## config.mk

```make
export PLATFORM = sky130hd
export DESIGN_NAME = hash_suspend_ctl
export DESIGN_NICKNAME = d
export VERILOG_FILES = /design/src/rtl/hash_suspend_ctl.sv
export SDC_FILE = /design/constraint.sdc
export NUM_CORES = 2
export LEC_CHECK = 0
export BUFFER_PORTS_ARGS = -buffer_cell sky130_fd_sc_hd__buf_2
export CORE_AREA = 2 2 497 499
export CTS_CLUSTER_DIAMETER = 80
export DETAILED_ROUTE_END_ITERATION = 16
export DIE_AREA = 0 0 499 501
export GPL_ROUTABILITY_DRIVEN = 0
export PLACE_DENSITY = 0.4
export SLEW_MARGIN = 5
export SYNTH_ARGS = -nofsm -noshare
export SYNTH_HDL_FRONTEND = slang
export SYNTH_SLANG_ARGS = --single-unit
```

## constraint.sdc

```tcl
create_clock -name clk_i -period 11.9 [get_ports clk_i]
set_clock_uncertainty 0.2 [all_clocks]
set_input_delay 3.57 -clock clk_i [delete_from_list [all_inputs] [get_ports clk_i]]
set_output_delay 3.57 -clock clk_i [all_outputs]
set_load 0.05 [all_outputs]
```

## src/rtl/hash_suspend_ctl.sv

```systemverilog
module hash_suspend_ctl #(
  parameter int FIFO_WORDS = 16
) (
  input  logic         clk_i,
  input  logic         rst_ni,
  input  logic         start_i,
  input  logic         stop_i,
  input  logic         continue_i,
  input  logic [1:0]   mode_i,
  input  logic [63:0]  msg_len_i,
  input  logic         push_valid_i,
  input  logic [31:0]  push_data_i,
  output logic         push_ready_o,
  output logic         eng_valid_o,
  output logic [31:0]  eng_data_o,
  input  logic         eng_ready_i,
  input  logic         eng_idle_i,
  input  logic         eng_state_valid_i,
  input  logic [511:0] eng_state_i,
  output logic         eng_init_o,
  output logic         eng_restore_o,
  output logic [1:0]   eng_mode_o,
  input  logic         dig_wr_i,
  input  logic [3:0]   dig_idx_i,
  input  logic [31:0]  dig_data_i,
  output logic [511:0] digest_o,
  output logic [63:0]  msg_len_o,
  output logic [7:0]   fill_bytes_o,
  output logic         busy_o,
  input  logic         intr_en_i,
  input  logic         intr_clr_i,
  output logic         done_sts_o,
  output logic         intr_o,
  output logic [1:0]   err_code_o
);
  localparam int PTR_W = $clog2(FIFO_WORDS);
  localparam int CNT_W = $clog2(FIFO_WORDS + 1);

  typedef enum logic [1:0] {S_IDLE, S_RUN, S_STOP} st_e;

  st_e              st_q;
  logic [31:0]      mem [FIFO_WORDS];
  logic [PTR_W-1:0] wr_ptr_q, rd_ptr_q;
  logic [CNT_W-1:0] cnt_q;
  logic [4:0]       fill_q;
  logic [31:0]      dig_q [16];

  logic push, pop, acc_start, acc_cont, reject, done_ev;
  logic [4:0] blk_last;

  assign busy_o       = (st_q != S_IDLE);
  assign push_ready_o = (cnt_q != CNT_W'(FIFO_WORDS));
  assign eng_valid_o  = (cnt_q != '0) &&
                        ((st_q == S_RUN) || (st_q == S_STOP && fill_q != '0));
  assign eng_data_o   = mem[rd_ptr_q];
  assign push         = push_valid_i && push_ready_o;
  assign pop          = eng_valid_o && eng_ready_i;
  assign acc_start    = start_i && !busy_o;
  assign acc_cont     = continue_i && !start_i && !busy_o;
  assign reject       = (start_i || continue_i) && busy_o;
  assign done_ev      = (st_q == S_STOP) && (fill_q == '0) && eng_idle_i;
  assign blk_last     = (eng_mode_o == 2'b00) ? 5'd15 : 5'd31;
  assign fill_bytes_o = {1'b0, fill_q, 2'b00};
  assign intr_o       = done_sts_o && intr_en_i;

  always_ff @(posedge clk_i) begin
    if (push) mem[wr_ptr_q] <= push_data_i;
  end

  always_ff @(posedge clk_i or negedge rst_ni) begin
    if (!rst_ni) begin
      wr_ptr_q <= '0;
      rd_ptr_q <= '0;
      cnt_q    <= '0;
    end else begin
      if (push) wr_ptr_q <= wr_ptr_q + 1'b1;
      if (pop)  rd_ptr_q <= rd_ptr_q + 1'b1;
      cnt_q <= cnt_q + CNT_W'(push) - CNT_W'(pop);
    end
  end

  always_ff @(posedge clk_i or negedge rst_ni) begin
    if (!rst_ni) begin
      st_q          <= S_IDLE;
      eng_mode_o    <= 2'b00;
      fill_q        <= '0;
      msg_len_o     <= '0;
      eng_init_o    <= 1'b0;
      eng_restore_o <= 1'b0;
      err_code_o    <= 2'd0;
      done_sts_o    <= 1'b0;
    end else begin
      eng_init_o    <= acc_start;
      eng_restore_o <= acc_cont;
      if (acc_start || acc_cont) begin
        st_q       <= S_RUN;
        eng_mode_o <= mode_i;
        fill_q     <= '0;
        msg_len_o  <= acc_start ? 64'd0 : msg_len_i;
      end else begin
        if (stop_i && st_q == S_RUN) st_q <= S_STOP;
        if (done_ev) st_q <= S_IDLE;
        if (pop) begin
          fill_q    <= (fill_q == blk_last) ? 5'd0 : fill_q + 5'd1;
          msg_len_o <= msg_len_o + 64'd32;
        end
      end
      if (reject) err_code_o <= 2'd1;
      else if (acc_start || acc_cont) err_code_o <= 2'd0;
      if (done_ev) done_sts_o <= 1'b1;
      else if (intr_clr_i) done_sts_o <= 1'b0;
    end
  end

  always_ff @(posedge clk_i or negedge rst_ni) begin
    if (!rst_ni) begin
      for (int i = 0; i < 16; i++) dig_q[i] <= '0;
    end else if (busy_o) begin
      if (eng_state_valid_i)
        for (int i = 0; i < 16; i++)
          if (i < 8 || eng_mode_o != 2'b00) dig_q[i] <= eng_state_i[32*i +: 32];
    end else if (dig_wr_i) begin
      dig_q[dig_idx_i] <= dig_data_i;
    end
  end

  always_comb begin
    for (int i = 0; i < 16; i++) digest_o[32*i +: 32] = dig_q[i];
  end


  fifo_bound_chk: assert property (@(posedge clk_i) disable iff (!rst_ni)
    cnt_q <= CNT_W'(FIFO_WORDS));


  fill_range_chk: assert property (@(posedge clk_i) disable iff (!rst_ni)
    fill_q <= blk_last);


  stop_hold_chk: assert property (@(posedge clk_i) disable iff (!rst_ni)
    (st_q == S_STOP && fill_q == '0) |-> !eng_valid_o);


  done_idle_chk: assert property (@(posedge clk_i) disable iff (!rst_ni)
    $rose(done_sts_o) |-> !busy_o);


  restore_fill_chk: assert property (@(posedge clk_i) disable iff (!rst_ni)
    eng_restore_o |-> (busy_o && fill_q == '0));


  reject_err_chk: assert property (@(posedge clk_i) disable iff (!rst_ni)
    (busy_o && (start_i || continue_i)) |=>
      (err_code_o == 2'd1 && !eng_init_o && !eng_restore_o && busy_o));
endmodule

```

==> results.md <==
- Outcome: finished clean
- Synthesized instance count: 3,853
- Critical Path Slowest Stage Cell: dfrtp_4
- Tmin final: 7880 ps
- GRT Overall Usage: 0.244
- Commonest cells in the synthesized netlist: 602 x dfrtp_1, 515 x a22oi_1, 512 x edfxtp_1
- DIE AREA: 250,000 um2
- Pint: 0.0101 W
- Synth Flop Type: dfrtp_1
- CP Launch Type: register
- Clock sink count: 1,114
- Layout cell share with drive strength beyond 1: 0.353
- Power Density: approximately 330 nW/um2
- Sequential share of power: 0.297
- Logic pwr share: 0.483
- Root Buffer: clkbuf_16
- Setup TNS: 0 ps
- Global-route wire length before repair: 405,000 um
- Top-area cell type share of the netlist area: 0.320
- LEAKAGE: 25.1 nW
- Inserted Clock Buffers: 145
- Hold slack: 271 ps
- Layout Utilization: 0.258
- CTS resizes: 0
- MaxCap Viol Count: 0
- H-Tree Depth: 4
- Cells on worst reg2reg path: 7
- Count leader, synth: dfrtp_1
- DR WL/cell: 37.1 um
- Final hold vios: 0
- Die width: 499 um
- Syn. warnings: 0
- Clk slew on worst S/H paths: 60 ps
- Clk buf depth: 3
- DR pass1 iterations: 6
- Hold_sp: digest_o[293]
- Hpwl dp: 238,000 um
- Post-synth EDFFs: 512
- Setup bufs post-CTS: 0
- Post-synthesis sequential area ratio: 0.635
- Async SR Flop Fraction: 0.540
- Cells after DPL: 8,075
- Peak VDD IR: 0.203 mV
- Net Sw Frac: 0.510
- Io pins: 1,285
- Final WL: 315,000 um
- Synth Area per Inst: 12.5 um2
- Switch Pwr: 0.0105 W
- Flop2flop setup slack: 7710 ps
- Hold endpoint: digest_o[293]
- Largest net degree at the start of global routing: 190
- Vias: 41,441
- Post-Synthesis Cell Area: 48,000 um2
- Min-delay worst type: register to register
- Setup CP Type: register to output port
- Max incr delay on CP: 1070 ps
- Crit path cell chain: buf_4 -> mux4_2 -> mux4_2 -> buf_2
- Post-CTS Hold Buffers: 0
- Syn-to-layout area delta: 31.7%
- Die height: 501 um
- Final setup viols: 0
- Layout fillers: 26,064
- Seq cells post-synth: 1,114
- FMAX: 127 MHz
- Final Cycle Share: 0.662
- Initial Utilization: 0.196
- Clock latency on the worst-skew pair: between 800 and 900 ps
- Max Slew Vio Count: 0
- Crit-path max FO: 70
- Cell mode on critical path: mux4_2
- Rel. slew slack: 0.190
- Drt drc: 0
- Crit path DAT: 4110 ps
- Nets: approximately 5,700
- Critical Path RT: about 8100 ps
- Final Instance Count excl. Fillers: 8,492
- RSZ-0062 raised after global routing: no
- Slew @ Worst Pin: between 1000 and 1500 ps
- Reg2reg end: digest_o[277]
- Area of the core: 245,000 um2
- Number of global-route vias before repair: 39,116
- Synth top area cells: edfxtp_1 32%, dfrtp_1 31%, a22oi_1 8.1%, mux4_2 7.5%, a21oi_1 3.2%
- Worst R2R Start: st_q[0]
- Register Area: 30,400 um2
- Part of the power in the clock network: 0.220
- Global route overflow: 0
- Initial antenna violation count: 288
- Critical path capture point type: output port
- CTS tree: built
- Vias per cell: 4.88
- Port bufs: 1,280
- Initial drt markers: 5,033
- Footprint of the multi-input gates: between 15,000 and 20,000 um2
- Post-synthesis cell type count: 74
- Worst Hold Path Cells: 2
- Synth area leader: edfxtp_1
- Post-DRT Antenna Nets: 0
- Row cnt: 182
## power groups by stage
stage	clock (W)	sequential [W]	combinational [W]
finish	0.00454	0.00613	0.00996
global route	0.00479	0.00625	0.0104
CTS	0.00465	0.00610	0.0100
detailed placement	0	0.00618	0.0100
global placement	0	0.00614	0.00997
floorplan	0	0.00901	0.00346
## final cells by class
cell class	instances	share of cell area
Tap cell	3220	0.0638
Multi-Input combinational cell	2353	0.257
Clock inverter	66	0.0127
Sequential cell	1114	0.482
Antenna cell	150	0.00594
Inverter	24	0.00156
Clock buffer	201	0.0645
Timing Repair Buffer	1364	0.113
## layout by cell type (no fill, tap or decap), drive strengths merged, types with 46 or more instances in the layout
cell type	Yosys	final
a21oi	309	309
a22oi	515	515
buf	117	1364
clkbuf	248	201
clkinv	2	46
dfrtp	602	602
diode	0	150
edfxtp	512	512
mux4	160	160
nand2	373	373
nand4	53	53
nor2	317	317
o21ai	295	295
## per-stage QoR
stage	worst slack, ps	total power (W)	cell area (um2)
after floorplan	4150	0.0125	48000
after global placement	4080	0.0161	57900
after detailed placement	4090	0.0162	57900
after CTS	3780	0.0208	62800
after global routing	3690	0.0215	62900
final	4020	0.0206	63200
## cell families (layout without fill, tap and decap cells)
family / Yosys count / count (layout) / synth area share
AO/OA/AOI/OAI: 1204 / 1204 / 0.161
flip-flops: 1114 / 1114 / 0.635
AND/OR/NAND/NOR: 941 / 941 / 0.0866
buffers and inverters: 389 / 1655 / 0.0330
multiplexers: 170 / 170 / 0.0772
XOR/XNOR: 19 / 19 / 0.00347
adder cells (fa/ha/maj): 15 / 15 / 0.00407
other: 1 / 154 / 0.0000782
## sequential cells by signal (all words and copies together) (netlist names)
name / cells
rd_ptr_q: 4
msg_len_o: 64
err_code_o: 1
fill_q: 5
done_sts_o: 1
eng_mode_o: 2
cnt_q: 5
mem: 512
eng_init_o: 1
eng_restore_o: 1
digest_o: 512
wr_ptr_q: 4
st_q: 2
## worst max-delay path: cells and delay by family (launching register included)
kind                   cells  cell delay, ps
buffers and inverters      2            1190
flip-flops                 1            1070
multiplexers               2             990
## worst max-delay path by stage
stage,start,endpoint,slack [ps],cells after the start
finish,rd_ptr_q[1],eng_data_o[0],4020,4
global route,rd_ptr_q[0],eng_data_o[7],3690,4
CTS,rd_ptr_q[1],eng_data_o[30],3780,4
detailed placement,intr_en_i,intr_o,4090,3
global placement,intr_en_i,intr_o,4080,3
floorplan,intr_en_i,intr_o,4150,1
## routing by layer
| metal | GRT usage | share of wire |
|---|---|---|
| met1 | 0.308 | 0.40 |
| met2 | 0.372 | 0.45 |
| met3 | 0.104 | 0.12 |
| met4 | 0.0855 | 0.034 |
| met5 | 0 | 0.0017 |
Power figures use the tool's default switching activity.
